### src/rtl/dac_ser_pkg.sv
package dac_ser_pkg;
  typedef enum logic [1:0] {
    MODE_RUN    = 2'b00,
    MODE_HIZ    = 2'b01,
    MODE_PD100K = 2'b10,
    MODE_PD1K   = 2'b11
  } pwr_mode_e;

  localparam int unsigned MODE_W   = 2;
  localparam int unsigned N_MODES  = 1 << MODE_W;
endpackage

### src/rtl/dac_ser_sync.sv
module dac_ser_sync #(
  parameter int unsigned W      = 3,
  parameter int unsigned STAGES = 2,
  parameter logic [W-1:0] RST_VAL = '0
) (
  input  logic         clk_i,
  input  logic         rst_ni,
  input  logic [W-1:0] d_i,
  output logic [W-1:0] q_o
);
  logic [W-1:0] stg [STAGES];

  for (genvar g = 0; g < STAGES; g++) begin : g_stg
    if (g == 0) begin : g_first
      always_ff @(posedge clk_i or negedge rst_ni)
        if (!rst_ni) stg[g] <= RST_VAL;
        else         stg[g] <= d_i;
    end else begin : g_rest
      always_ff @(posedge clk_i or negedge rst_ni)
        if (!rst_ni) stg[g] <= RST_VAL;
        else         stg[g] <= stg[g-1];
    end
  end

  assign q_o = stg[STAGES-1];
endmodule

### src/rtl/dac_ser_frame.sv
module dac_ser_frame #(
  parameter int unsigned FRAME_W  = 24,
  parameter int unsigned PREFIX_W = 8
) (
  input  logic               clk_i,
  input  logic               rst_ni,
  input  logic               sync_n_i,
  input  logic               sclk_i,
  input  logic               sdi_i,
  output logic               cmd_wr_o,
  output logic               cmd_rst_o,
  output logic [FRAME_W-1:0] cmd_word_o
);
  localparam int unsigned CNT_W = $clog2(FRAME_W + 1);
  localparam logic [CNT_W-1:0] LAST_IDX = CNT_W'(FRAME_W - 1);
  localparam logic [CNT_W-1:0] PFX_IDX  = CNT_W'(PREFIX_W - 1);

  logic               sync_p, sclk_p;
  logic               active, armed;
  logic [CNT_W-1:0]   cnt;
  logic [FRAME_W-2:0] sr;

  logic sync_fall, sync_rise, clk_fall, shift_en, last;
  logic [FRAME_W-1:0] nxt_word;

  always_comb begin
    sync_fall = sync_p & ~sync_n_i;
    sync_rise = ~sync_p & sync_n_i;
    clk_fall  = sclk_p & ~sclk_i;
    shift_en  = active & ~sync_rise & ~sync_fall & clk_fall;
    nxt_word  = {sr, sdi_i};
    last      = shift_en && (cnt == LAST_IDX);
  end

  // armed reset frame completes at its last bit or at an early sync rise
  assign cmd_wr_o   = last & ~armed;
  assign cmd_rst_o  = (last & armed) | (active & sync_rise & armed);
  assign cmd_word_o = nxt_word;

  always_ff @(posedge clk_i or negedge rst_ni) begin
    if (!rst_ni) begin
      sync_p <= 1'b1;
      sclk_p <= 1'b0;
      active <= 1'b0;
      armed  <= 1'b0;
      cnt    <= '0;
      sr     <= '0;
    end else begin
      sync_p <= sync_n_i;
      sclk_p <= sclk_i;
      if (sync_fall) begin
        active <= 1'b1;
        armed  <= 1'b0;
        cnt    <= '0;
        sr     <= '0;
      end else if (active && sync_rise) begin
        active <= 1'b0;
        armed  <= 1'b0;
        cnt    <= '0;
        sr     <= '0;
      end else if (shift_en) begin
        sr  <= nxt_word[FRAME_W-2:0];
        cnt <= cnt + 1'b1;
        if (cnt == PFX_IDX && &nxt_word[PREFIX_W-1:0]) armed <= 1'b1;
        if (last) begin
          active <= 1'b0;
          armed  <= 1'b0;
        end
      end
    end
  end
endmodule

### src/rtl/dac_ser_regs.sv
module dac_ser_regs #(
  parameter int unsigned CODE_W = 16,
  parameter int unsigned MODE_W = 2
) (
  input  logic              clk_i,
  input  logic              rst_ni,
  input  logic              wr_i,
  input  logic              srst_i,
  input  logic [CODE_W-1:0] wr_code_i,
  input  logic [MODE_W-1:0] wr_mode_i,
  output logic [CODE_W-1:0] code_o,
  output logic [MODE_W-1:0] mode_o,
  output logic              upd_o
);
  localparam logic [CODE_W-1:0] MID = {1'b1, {(CODE_W-1){1'b0}}};

  logic              fire, chg;
  logic [CODE_W-1:0] nxt_code;
  logic [MODE_W-1:0] nxt_mode;

  always_comb begin
    fire     = wr_i | srst_i;
    nxt_code = srst_i ? MID : wr_code_i;
    nxt_mode = srst_i ? '0  : wr_mode_i;
    chg      = fire && ((nxt_code != code_o) || (nxt_mode != mode_o));
  end

  always_ff @(posedge clk_i or negedge rst_ni) begin
    if (!rst_ni) begin
      code_o <= MID;
      mode_o <= '0;
      upd_o  <= 1'b0;
    end else begin
      upd_o <= chg;
      if (fire) begin
        code_o <= nxt_code;
        mode_o <= nxt_mode;
      end
    end
  end
endmodule

### src/rtl/dac_ser_outctl.sv
module dac_ser_outctl
  import dac_ser_pkg::*;
(
  input  logic [MODE_W-1:0] mode_i,
  output logic              amp_en_o,
  output logic              hiz_o,
  output logic              pd_100k_o,
  output logic              pd_1k_o
);
  logic [N_MODES-1:0] sel;

  for (genvar g = 0; g < N_MODES; g++) begin : g_dec
    assign sel[g] = (mode_i == MODE_W'(g));
  end

  assign amp_en_o  = sel[MODE_RUN];
  assign hiz_o     = sel[MODE_HIZ];
  assign pd_100k_o = sel[MODE_PD100K];
  assign pd_1k_o   = sel[MODE_PD1K];
endmodule

### src/rtl/dac_ser_if.sv
module dac_ser_if
  import dac_ser_pkg::*;
#(
  parameter int unsigned CODE_W      = 16,
  parameter int unsigned PAD_W       = 6,
  parameter int unsigned SYNC_STAGES = 2
) (
  input  logic              clk_i,
  input  logic              rst_ni,
  input  logic              sync_ni,
  input  logic              sclk_i,
  input  logic              sdi_i,
  output logic [CODE_W-1:0] code_o,
  output logic [1:0]        mode_o,
  output logic              upd_o,
  output logic              amp_en_o,
  output logic              hiz_o,
  output logic              pd_100k_o,
  output logic              pd_1k_o
);
  localparam int unsigned PREFIX_W = PAD_W + MODE_W;
  localparam int unsigned FRAME_W  = PREFIX_W + CODE_W;

  logic [2:0]         pins_s;
  logic               cmd_wr, cmd_rst;
  logic [FRAME_W-1:0] cmd_word;

  dac_ser_sync #(.W(3), .STAGES(SYNC_STAGES), .RST_VAL(3'b100)) u_sync (
    .clk_i (clk_i),
    .rst_ni(rst_ni),
    .d_i   ({sync_ni, sclk_i, sdi_i}),
    .q_o   (pins_s)
  );

  dac_ser_frame #(.FRAME_W(FRAME_W), .PREFIX_W(PREFIX_W)) u_frame (
    .clk_i     (clk_i),
    .rst_ni    (rst_ni),
    .sync_n_i  (pins_s[2]),
    .sclk_i    (pins_s[1]),
    .sdi_i     (pins_s[0]),
    .cmd_wr_o  (cmd_wr),
    .cmd_rst_o (cmd_rst),
    .cmd_word_o(cmd_word)
  );

  dac_ser_regs #(.CODE_W(CODE_W), .MODE_W(MODE_W)) u_regs (
    .clk_i    (clk_i),
    .rst_ni   (rst_ni),
    .wr_i     (cmd_wr),
    .srst_i   (cmd_rst),
    .wr_code_i(cmd_word[CODE_W-1:0]),
    .wr_mode_i(cmd_word[CODE_W +: MODE_W]),
    .code_o   (code_o),
    .mode_o   (mode_o),
    .upd_o    (upd_o)
  );

  dac_ser_outctl u_outctl (
    .mode_i   (mode_o),
    .amp_en_o (amp_en_o),
    .hiz_o    (hiz_o),
    .pd_100k_o(pd_100k_o),
    .pd_1k_o  (pd_1k_o)
  );
endmodule

### config.mk
export PLATFORM = sky130hd
export DESIGN_NAME = dac_ser_if
export DESIGN_NICKNAME = d
export VERILOG_FILES = /design/src/rtl/dac_ser_pkg.sv /design/src/rtl/dac_ser_sync.sv /design/src/rtl/dac_ser_frame.sv /design/src/rtl/dac_ser_regs.sv /design/src/rtl/dac_ser_outctl.sv /design/src/rtl/dac_ser_if.sv
export SDC_FILE = /design/constraint.sdc
export NUM_CORES = 1
export LEC_CHECK = 0
export BUFFER_PORTS_ARGS = -buffer_cell sky130_fd_sc_hd__buf_4
export CAP_MARGIN = 10
export CORE_UTILIZATION = 50
export CTS_CLUSTER_DIAMETER = 100
export DETAILED_ROUTE_END_ITERATION = 16
export PLACE_DENSITY = 0.79
export RECOVER_POWER = 50
export SYNTH_ARGS = -nofsm -noshare
export SYNTH_HDL_FRONTEND = slang
export SYNTH_SLANG_ARGS = --single-unit
### constraint.sdc
create_clock -name clk_i -period 2 [get_ports clk_i]
set_input_delay 0.5 -clock clk_i [delete_from_list [all_inputs] [get_ports clk_i]]
set_output_delay 0.5 -clock clk_i [all_outputs]
set_load 0.005 [all_outputs]
==> results.tsv <==
metric	value	unit
outcome	complete, no violations	
syn_area	2270	um2
end_kind	register	
start_util	52.13	%
period_share	98.38	%
stdcell_count	267	
syn_avg_cell_area	12.27	um2
power	1788	uW
cts_sinks	51	
drt_wl_total	4496	um
rsz0062_at_grt	yes	
path_class	reg -> reg	
core	4354	um2
dieArea	4813	um2
synth-edff-count	0	
ys_seq_area_share	56.45	%
hold_violations	0	
hold_path.class	in -> reg	
clock_latency	310	ps
dpl.hpwl	3030	um
whs	297.9	ps
synth_cells	185	
synth_top_family_by_area	compound AO/OA/AOI/OAI gates	
cts-root-buf	clkbuf_8	
drt_iter0_drc	104	
final_antenna_net_count	0	
rows	24	
worstMarginPinSlew	1216	ps
synth-adder-area-share	0.5513	%
finalMaxSlewViolations	0	
synthSimpleGateAreaFrac	12.46	%
dp.cells	259	
grt_usage	20.11	%
grt_max_degree	52	
power.density	683.7	nW/um2
crit_required	2180	ps
cts-resized-gates	0	
min_period	1968	ps
clockBufferDepth	2	
final_nets	220	
htree_levels	2	
setup_viol	0	
die_w	69.38	um
finish.utilization	60.06	%
yosysUniqueCellTypes	41	
cts_buffers	5	
fmax	0.5082	GHz
synth_ff_type	dfrtp_1	
synthTopCellsByArea	dfrtp_1 (52%), a22o_1 (14%), dfstp_2 (4.6%)	
antenna_found_initial	0	
synth_top_area_cell	dfrtp_1	
ios	28	
syn_to_final_growth	15.22	%
antenna_cells	0	
timing.slew.headroom	18.96	%
synth_warnings	0	
wire_per_inst	16.84	um
path_clk_slew	90	ps
netlist.area_leader.share	51.82	%
p_leak	0.001250	uW
ys_ff_latch	51	
ys_async_sr_fraction	100.0	%
vias	1623	
crit_fanout	5	
synthXorXnorAreaFrac	7.663	%
vias_per_cell	6.079	
grt-ovfl-total	0	
layout_common_cells	dfrtp_1 (47), a22o_1 (35), buf_4 (26), nor2_1 (12)	
synth-compound-area-share	20.01	%
ir_drop	0.3924	mV
worst_setup_path_start_kind	register	
synth_nets	191	
mostFrequentLayoutCell	dfrtp_1	
drive_gt1_share	22.79	%
drv_cap	0	
die_h	69.38	um
grt_pass1_vias	1426	
io_buffers	27	
tritoncts	done	
grt_pass1_wl	7548	um
synth_mux_area_share	0.4961	%
crit_arrival	2150	ps
drtPass1Iterations	4	
drc_errors	0	
fin_worst_skew	7.297	ps
gp_congestion	0.7743	
==> state kept, by name, summed over array words and instances (netlist names) <==
signal	flops
u_frame.sr	17
u_regs.code_o	16
u_frame.cnt	5
u_sync.q_o	3
u_sync.stg	3
u_regs.mode_o	2
u_frame.active	1
u_frame.armed	1
u_frame.sclk_p	1
u_frame.sync_p	1
u_regs.upd_o	1
==> per-layer routing <==
metal | track usage [%] | share of wire (%)
met1 | 33.24 | 49
met2 | 25.78 | 44
met3 | 5.087 | 5.6
met4 | 5.442 | 1.0
met5 | 0 | 0
==> worst paths after layout <==
check | slack [ps] | startpoint | end | depth (start not counted)
worst max-delay path | 30 | u_sync.q_o[2] | u_regs.upd_o | 6
worst min-delay path | 300 | sync_ni | u_sync.stg[5] | 1
worst max register to register | 30 | u_sync.q_o[2] | u_regs.upd_o | 6
worst min register to register | 350 | u_sync.stg[3] | u_sync.q_o[0] | 0
max in group asynchronous | 830 | rst_ni | u_frame.armed | 1
min in group asynchronous | 450 | rst_ni | u_frame.cnt[2] | 1
==> metrics by stage <==
stage | setup slack (ps) | area [um2] | setup TNS [ps]
after floorplan | 253.6 | 2270 | 0
after global placement | 74.64 | 2517 | 0
after detailed placement | 51.46 | 2517 | 0
after CTS | 46.89 | 2618 | 0
after global routing | -102.8 | 2615 | -1247
final | 32.32 | 2615 | 0
==> cell type report <==
cell class              instances  area [um2]
inverters                       3       11.26
clock buffers                   8       100.1
repair buffers                 30       222.7
multi-input cells             123       934.6
flip-flops and latches         51        1281
well taps                      52       65.06
fillers                       357        1739
==> power by group <==
part	switching, uW	total, uW	internal (uW)	leakage, uW
sequential	16.1	1060	1050	0.000683
clock	317	633	316	0.0000515
combinational	60.4	90.3	29.9	0.000516
==> logic make-up after synthesis <==
| logic type | Yosys count |
|---|---|
| flops | 51 |
| xor+xnor | 19 |
| buf+inv | 11 |
| mux | 1 |
| simple gates | 48 |
| compound gates | 54 |
| fa+ha+maj | 1 |
==> synthesized netlist by cell type, types with 2 or more instances <==
| cell type | count |
|---|---|
| nor4bb_1 | 2 |
| a22o_1 | 35 |
| nor3_1 | 4 |
| a31oi_1 | 3 |
| nor4_1 | 5 |
| clkbuf_1 | 2 |
| o21ai_0 | 4 |
| dfstp_2 | 4 |
| nor2_1 | 12 |
| nor2b_1 | 3 |
| and3b_1 | 2 |
| xnor2_1 | 9 |
| a21oi_1 | 2 |
| inv_1 | 3 |
| and2_1 | 2 |
| nand3_1 | 2 |
| buf_2 | 4 |
| xor2_1 | 9 |
| dfrtp_1 | 47 |
| buf_4 | 2 |
| nand2_1 | 4 |
| nand4_1 | 6 |
==> critical path, cell delays in order (launching register included) <==
cell	delay, ps
dfstp_1	630
xnor2_2	160
and4_4	290
o21ai_4	90
o32a_1	330
a211oi_1	220
a31oi_1	120
==> what timing repair did <==
| action | CTS | global route |
|---|---|---|
| hold buffers | 0 | 0 |
| endpoints found under the setup margin | 0 | 18 |
| buffers inserted | 0 | 0 |
Power figures use the tool's default switching activity.
